--- src/rtl/pbs_pkg.sv ---
package pbs_pkg;
  localparam int CTRL_W   = 8;
  localparam int EN_BIT   = 0;
  localparam int AUTO_BIT = 1;
  localparam int MAN_BIT  = 7;
  localparam logic [CTRL_W-1:0] WIPE_CODE = 8'hFF;

  typedef struct packed {
    logic en;
    logic auto_on;
    logic man;
  } pbs_mode_t;
endpackage

--- src/rtl/pbs_cfg_regs.sv ---
module pbs_cfg_regs
  import pbs_pkg::*;
#(
  parameter int DLY_W = 8
) (
  input  logic              clk,
  input  logic              srst,
  input  logic              cfg_wr,
  input  logic [CTRL_W-1:0] cfg_ctrl,
  input  logic [DLY_W-1:0]  cfg_delay,
  input  logic              fire_now,
  output pbs_mode_t         mode_q,
  output logic [DLY_W-1:0]  dly_eff,
  output logic              man_req
);
  logic [DLY_W-1:0] dly_q;
  logic             auto_nxt;

  // Automatic bit is writable only when collection was already on.
  always_comb begin
    auto_nxt = mode_q.auto_on;
    if (cfg_wr && mode_q.en) auto_nxt = cfg_ctrl[AUTO_BIT];
    man_req = cfg_wr && mode_q.en && !auto_nxt && cfg_ctrl[MAN_BIT];
    dly_eff = cfg_wr ? cfg_delay : dly_q;
  end

  always_ff @(posedge clk) begin
    if (srst) begin
      mode_q <= '0;
      dly_q  <= '0;
    end else begin
      if (cfg_wr) begin
        dly_q <= cfg_delay;
        if (cfg_ctrl[EN_BIT]) mode_q.en <= 1'b1;
      end
      mode_q.auto_on <= auto_nxt;
      if (fire_now)     mode_q.man <= 1'b0;
      else if (man_req) mode_q.man <= 1'b1;
    end
  end
endmodule

--- src/rtl/pbs_period_timer.sv ---
module pbs_period_timer #(
  parameter int PERIOD = 5000
) (
  input  logic clk,
  input  logic srst,
  input  logic tick,
  input  logic run,
  output logic hit
);
  localparam int CW = (PERIOD > 1) ? $clog2(PERIOD) : 1;
  logic [CW-1:0] cnt;

  assign hit = run && tick && (cnt == CW'(PERIOD - 1));

  always_ff @(posedge clk) begin
    if (srst || !run) cnt <= '0;
    else if (tick)    cnt <= hit ? '0 : cnt + 1'b1;
  end
endmodule

--- src/rtl/pbs_launch_delay.sv ---
module pbs_launch_delay #(
  parameter int DLY_W = 8,
  parameter int STEP  = 5
) (
  input  logic             clk,
  input  logic             srst,
  input  logic             tick,
  input  logic             start,
  input  logic [DLY_W-1:0] dly,
  output logic             fire_now,
  output logic             launch_q
);
  localparam int MAXV = ((1 << DLY_W) - 1) * STEP;
  localparam int CW   = $clog2(MAXV + 1);

  logic          pend;
  logic [CW-1:0] cnt;
  logic [CW-1:0] load;

  assign load     = CW'(dly) * CW'(STEP);
  assign fire_now = pend && tick && (cnt == '0);

  always_ff @(posedge clk) begin
    if (srst) begin
      pend     <= 1'b0;
      cnt      <= '0;
      launch_q <= 1'b0;
    end else begin
      launch_q <= fire_now;
      if (fire_now)          pend <= 1'b0;
      else if (pend && tick) cnt  <= cnt - 1'b1;
      // A start while pending is absorbed by the launch already queued.
      if (start && !pend) begin
        pend <= 1'b1;
        cnt  <= load;
      end
    end
  end
endmodule

--- src/rtl/pbs_slot_windows.sv ---
module pbs_slot_windows #(
  parameter int NUM_SLOTS  = 4,
  parameter int SLOT_TICKS = 16
) (
  input  logic                 clk,
  input  logic                 srst,
  input  logic                 tick,
  input  logic                 start,
  output logic [NUM_SLOTS-1:0] win_q,
  output logic [NUM_SLOTS-1:0] pend_q
);
  localparam int SW = (SLOT_TICKS > 1) ? $clog2(SLOT_TICKS) : 1;

  logic [SW-1:0]        scnt;
  logic                 active;
  logic                 adv;
  logic [NUM_SLOTS-1:0] shift_in;
  logic [NUM_SLOTS-1:0] win_nx;
  logic [NUM_SLOTS-1:0] pend_nx;

  assign active = |win_q;
  assign adv    = active && tick && (scnt == SW'(SLOT_TICKS - 1));

  for (genvar k = 0; k < NUM_SLOTS; k++) begin : g_slot
    if (k == 0) begin : g_first
      assign shift_in[k] = 1'b0;
    end else begin : g_next
      assign shift_in[k] = win_q[k-1];
    end
    assign win_nx[k]  = start ? (k == 0) : (adv ? shift_in[k] : win_q[k]);
    assign pend_nx[k] = start ? 1'b1 : ((adv && win_q[k]) ? 1'b0 : pend_q[k]);
  end

  always_ff @(posedge clk) begin
    if (srst) begin
      win_q  <= '0;
      pend_q <= '0;
      scnt   <= '0;
    end else begin
      win_q  <= win_nx;
      pend_q <= pend_nx;
      if (start)                scnt <= '0;
      else if (active && tick)  scnt <= adv ? '0 : scnt + 1'b1;
    end
  end
endmodule

--- src/rtl/pbs_brc_scheduler.sv ---
module pbs_brc_scheduler
  import pbs_pkg::*;
#(
  parameter int PERIOD_TICKS = 5000,
  parameter int DLY_W        = 8,
  parameter int DLY_STEP     = 5,
  parameter int NUM_SLOTS    = 4,
  parameter int SLOT_TICKS   = 16
) (
  input  logic                 clk,
  input  logic                 rst,
  input  logic                 tick,
  input  logic                 cfg_wr,
  input  logic [7:0]           cfg_ctrl,
  input  logic [DLY_W-1:0]     cfg_delay,
  input  logic                 clr_wr,
  input  logic [7:0]           clr_code,
  output logic                 brc_launch,
  output logic [NUM_SLOTS-1:0] slot_win,
  output logic [NUM_SLOTS-1:0] slot_pend,
  output logic                 st_en,
  output logic                 st_auto,
  output logic                 st_manual
);
  logic             srst;
  pbs_mode_t        mode;
  logic [DLY_W-1:0] dly_eff;
  logic             man_req;
  logic             period_hit;
  logic             fire_now;

  assign srst = rst || (clr_wr && (clr_code == WIPE_CODE));

  pbs_cfg_regs #(.DLY_W(DLY_W)) u_cfg (
    .clk(clk), .srst(srst), .cfg_wr(cfg_wr), .cfg_ctrl(cfg_ctrl),
    .cfg_delay(cfg_delay), .fire_now(fire_now), .mode_q(mode),
    .dly_eff(dly_eff), .man_req(man_req)
  );

  pbs_period_timer #(.PERIOD(PERIOD_TICKS)) u_per (
    .clk(clk), .srst(srst), .tick(tick), .run(mode.auto_on), .hit(period_hit)
  );

  pbs_launch_delay #(.DLY_W(DLY_W), .STEP(DLY_STEP)) u_dly (
    .clk(clk), .srst(srst), .tick(tick), .start(man_req || period_hit),
    .dly(dly_eff), .fire_now(fire_now), .launch_q(brc_launch)
  );

  pbs_slot_windows #(.NUM_SLOTS(NUM_SLOTS), .SLOT_TICKS(SLOT_TICKS)) u_win (
    .clk(clk), .srst(srst), .tick(tick), .start(fire_now),
    .win_q(slot_win), .pend_q(slot_pend)
  );

  assign st_en     = mode.en;
  assign st_auto   = mode.auto_on;
  assign st_manual = mode.man;
endmodule

--- config.mk ---
export PLATFORM = sky130hd
export DESIGN_NAME = pbs_brc_scheduler
export DESIGN_NICKNAME = d
export VERILOG_FILES = /design/src/rtl/pbs_pkg.sv /design/src/rtl/pbs_cfg_regs.sv /design/src/rtl/pbs_period_timer.sv /design/src/rtl/pbs_launch_delay.sv /design/src/rtl/pbs_slot_windows.sv /design/src/rtl/pbs_brc_scheduler.sv
export SDC_FILE = /design/constraint.sdc
export NUM_CORES = 1
export LEC_CHECK = 0
export ABC_AREA = 1
export BUFFER_PORTS_ARGS = -buffer_cell sky130_fd_sc_hd__clkbuf_2
export CORE_UTILIZATION = 35
export DETAILED_ROUTE_END_ITERATION = 7
export GPL_TIMING_DRIVEN = 1
export PLACE_DENSITY = 0.62
export SYNTH_ARGS = -nofsm -noshare
export SYNTH_HDL_FRONTEND = slang
export SYNTH_HIERARCHICAL = 1
export SYNTH_SLANG_ARGS = --single-unit
--- constraint.sdc ---
create_clock -name clk -period 4.7 [get_ports clk]
set_clock_uncertainty 0.1 [all_clocks]
set_input_delay 0.47 -clock clk [delete_from_list [all_inputs] [get_ports clk]]
set_output_delay 0.47 -clock clk [all_outputs]
set_load 0.01 [all_outputs]
==> flow_summary_export.csv <==
group,metric,value,unit
synth,syn_avg_cell_area,6.82,sq um
route,drt_iter0_markers,99,
route,vias,2744,
synth,ys_top_cells_by_area,"dfxtp_1 33%, nand2_1 16%, ha_1 6.7%, inv_1 6.5%, a21oi_1 6.2%",
synth,syn-num-nets,484,
global_route,grt_max_degree,20,
critical_path,cpPeakStageDelay,0.38,ns
cts,clkTransAtPathRegs,0.10,ns
cts,worstSkewPairLatency,0.31,ns
critical_path,regToRegSetupSlack,2.07,ns
sta,finalCriticalPeriod,2.63,ns
synth,ys_seq_area_share,32.9,%
cts,cts_max_path_buffers,2,
layout,syn2layout_area_growth,12.4,%
critical_path,cp-start-kind,"flip-flop",
synth,synthSimpleGateAreaFrac,37.9,%
global_route,grt_usage,14.9,%
critical_path,path_class,"flip-flop to flip-flop",
cts,htreeDepth,2,
cts,post-cts-setup-buffers,0,
layout,final_core_util,40.8,%
synth,yosys_warnings,6,
synth,synth_adder_area_share,7.38,%
floorplan,ios,41,
critical_path,worst-path-max-fanout,18,
floorplan,start_util,36.3,%
layout,layout_common_cells,"124 x nand2_1, 52 x inv_1, 49 x dfxtp_1, 40 x nor2_1, 37 x a21oi_1",
route,routed_wl,6150,microns
layout,layout-drive-gt1-share,17.6,%
cts,cts_resized,0,
critical_path,cp.required,4.81,ns
floorplan,placementRows,33,
floorplan,core_area,8220,sq um
layout,final_cell_area,3360,sq um
placed_design,globalplace.congestion,0.813,
cts,clkSinkCount,49,
synth,netlist.area_leader.share,32.9,%
floorplan,die_area,8900,sq um
cts,hold_buffers,0,
critical_path,crit_path_frequent_cell,"inv_2",
layout,final_nets,521,
critical_path,worst_setup_path_end_kind,"flip-flop",
worst_hold_path,hold_path_depth,3,
sta,slew_violations,0,
floorplan,die_width,94.4,microns
synth,syn-cell-area,2990,sq um
layout,diodes,0,
power_and_ir_drop,p_leak,0.00152,uW
run_status,outcome,"complete, no violations",
critical_path,r2r-start,"u_per/cnt[0]$_SDFFE_PP0P_",
route,antenna_left,0,
sta,setup_violations,0,
critical_path,cp_slowest_cell,"dfxtp_1",
route,drt-wirelength-per-cell,10.6,microns
sta,hold_violations,0,
placed_design,io_buffers,35,
worst_hold_path,min_path_type,"input port to flip-flop",
sta,min_period_over_period,56.0,%
sta,relSlewSlack,69.5,%
power_and_ir_drop,peakVddDrop,0.111,mV
global_route,antenna_found_initial,0,
placed_design,dpl_cell_area,3240,sq um
global_route,grt_overflow_total,0,
critical_path,arrival,2.74,ns
cts,clockRootBuffer,"clkbuf_8",
run,drv_cap,0,
floorplan,die_y,94.4,microns
sta,tns,0,ns
worst_hold_path,min-delay-start,"cfg_ctrl[0]",
synth,muxShareOfSynthArea,0,%
synth,ys_ff_latch,49,
synth,synth_top_family_by_area,"simple AND/OR/NAND/NOR gates",
cts,cts_made_buffers,5,
sta,rsz0062_at_grt,"no",
synth,yosys.area_share.xor_xnor,0.587,%
placed_design,place_hpwl,4640,microns
synth,synth_compound_area_share,12.2,%
critical_path,path_cells,"ha_1, nand3_2, nor2_2, nand3_2, inv_2, or2_1, inv_1, nor2_4, inv_2, nand2_1, nand2_4, inv_2, nand3_1, nand2_1, inv_1",
layout,final_common_cell,"nand2_1",
synth,synth.distinct_cells,35,
power_and_ir_drop,power_density,258,nW/um^2
critical_path,r2r-end,"u_dly/cnt[10]$_SDFFE_PP0P_",
global_route,grt_pass1_vias,2434,
worst_hold_path,min_to,"u_cfg/mode_q[2]$_SDFFE_PP0P_",
critical_path,reg2reg_depth,15,
cts,cts_tree,"built",
sta,worst_pin_slew,0.457,ns
synth,synth_cells,438,
synth,synth_area_leader_cell,"dfxtp_1",
sta,max_freq,380,MHz
global_route,grt_pass1_wl,10600,microns
route,drc_errors,0,
route,vias_per_cell,4.72,
route,drt_pass1_iterations,4,
## logic make-up after synthesis
logic type / after synthesis
AO/OA/AOI/OAI: 68
AND/OR/NAND/NOR: 239
adder cells (fa/ha/maj): 17
buffers and inverters: 63
XOR/XNOR: 2
flip-flops: 49
## worst max-delay path, delay by kind of cell, from the launching register on
family / cells / cell delay (ns)
fa+ha+maj: 1 / 0.22
buf+inv: 5 / 0.51
flops: 1 / 0.38
simple gates: 9 / 1.33
## metrics by stage
stage | hold slack (ns) | power, uW | setup WS, ns | instances
2_1_floorplan | 0.347 | 531 | 2.37 | 438
3_5_place_dp | 0.352 | 565 | 1.80 | 573
4_1_cts | 0.282 | 879 | 2.06 | 581
6_report | 0.289 | 866 | 2.07 | 581
3_3_place_gp | 0.350 | 562 | 1.82 | 573
5_1_grt | 0.309 | 920 | 1.82 | 581
## report_power, final
group	internal (uW)	total [uW]	switching, uW
clock	160	311	151
combinational	47.0	126	79.5
sequential	424	429	5.30
total	630	866	236
## flip-flops by register name, indices dropped and copies added, names as in the netlist
| signal | count |
|---|---|
| u_cfg/dly_q | 8 |
| u_cfg/mode_q | 3 |
| u_dly/cnt | 11 |
| u_dly/launch_q | 1 |
| u_dly/pend | 1 |
| u_per/cnt | 13 |
| u_win/pend_q | 4 |
| u_win/scnt | 4 |
| u_win/win_q | 4 |
## worst max path at each step
stage / slack, ns / start / end / cells past startpoint
after floorplan: 2.37 / cfg_wr / u_dly/cnt[7]$_SDFFE_PP0P_ / 16
after CTS: 2.06 / u_per/cnt[0]$_SDFFE_PP0P_ / u_dly/cnt[10]$_SDFFE_PP0P_ / 15
after global placement: 1.82 / tick / u_dly/cnt[10]$_SDFFE_PP0P_ / 15
after detailed placement: 1.80 / cfg_wr / u_dly/cnt[7]$_SDFFE_PP0P_ / 17
after global routing: 1.82 / u_per/cnt[0]$_SDFFE_PP0P_ / u_dly/cnt[6]$_SDFFE_PP0P_ / 16
final: 2.07 / u_per/cnt[0]$_SDFFE_PP0P_ / u_dly/cnt[10]$_SDFFE_PP0P_ / 15
## cells in the mapped netlist, drive strengths merged
cell type	n
nor2	53
a21oi	41
fa	1
o21bai	1
or2	5
nor3	4
ha	16
o31ai	1
o211ai	2
xor2	2
clkbuf	1
dfxtp	49
nand3b	2
nand3	32
o21ai	23
buf	5
and2	1
inv	57
nand2	132
nand4	10
## layer usage
metal / up-vias / wire (microns) / GRT usage [%]
met4: 0 / 69 / 4.87
li1: 1481 / - / -
met3: 6 / 238 / 3.06
met1: 1212 / 3130 / 19.4
met2: 45 / 2710 / 24.5
met5: - / 0 / 0
## cell type report
cell class | count | area (sq um)
Clock buffer | 5 | 68.8
Clock inverter | 3 | 43.8
Multi-Input combinational cell | 326 | 1730
Fill cell | 862 | 4860
Timing Repair Buffer | 36 | 183
Inverter | 57 | 214
Tap cell | 105 | 131
Sequential cell | 49 | 981
(Power assumes the default switching activity.)
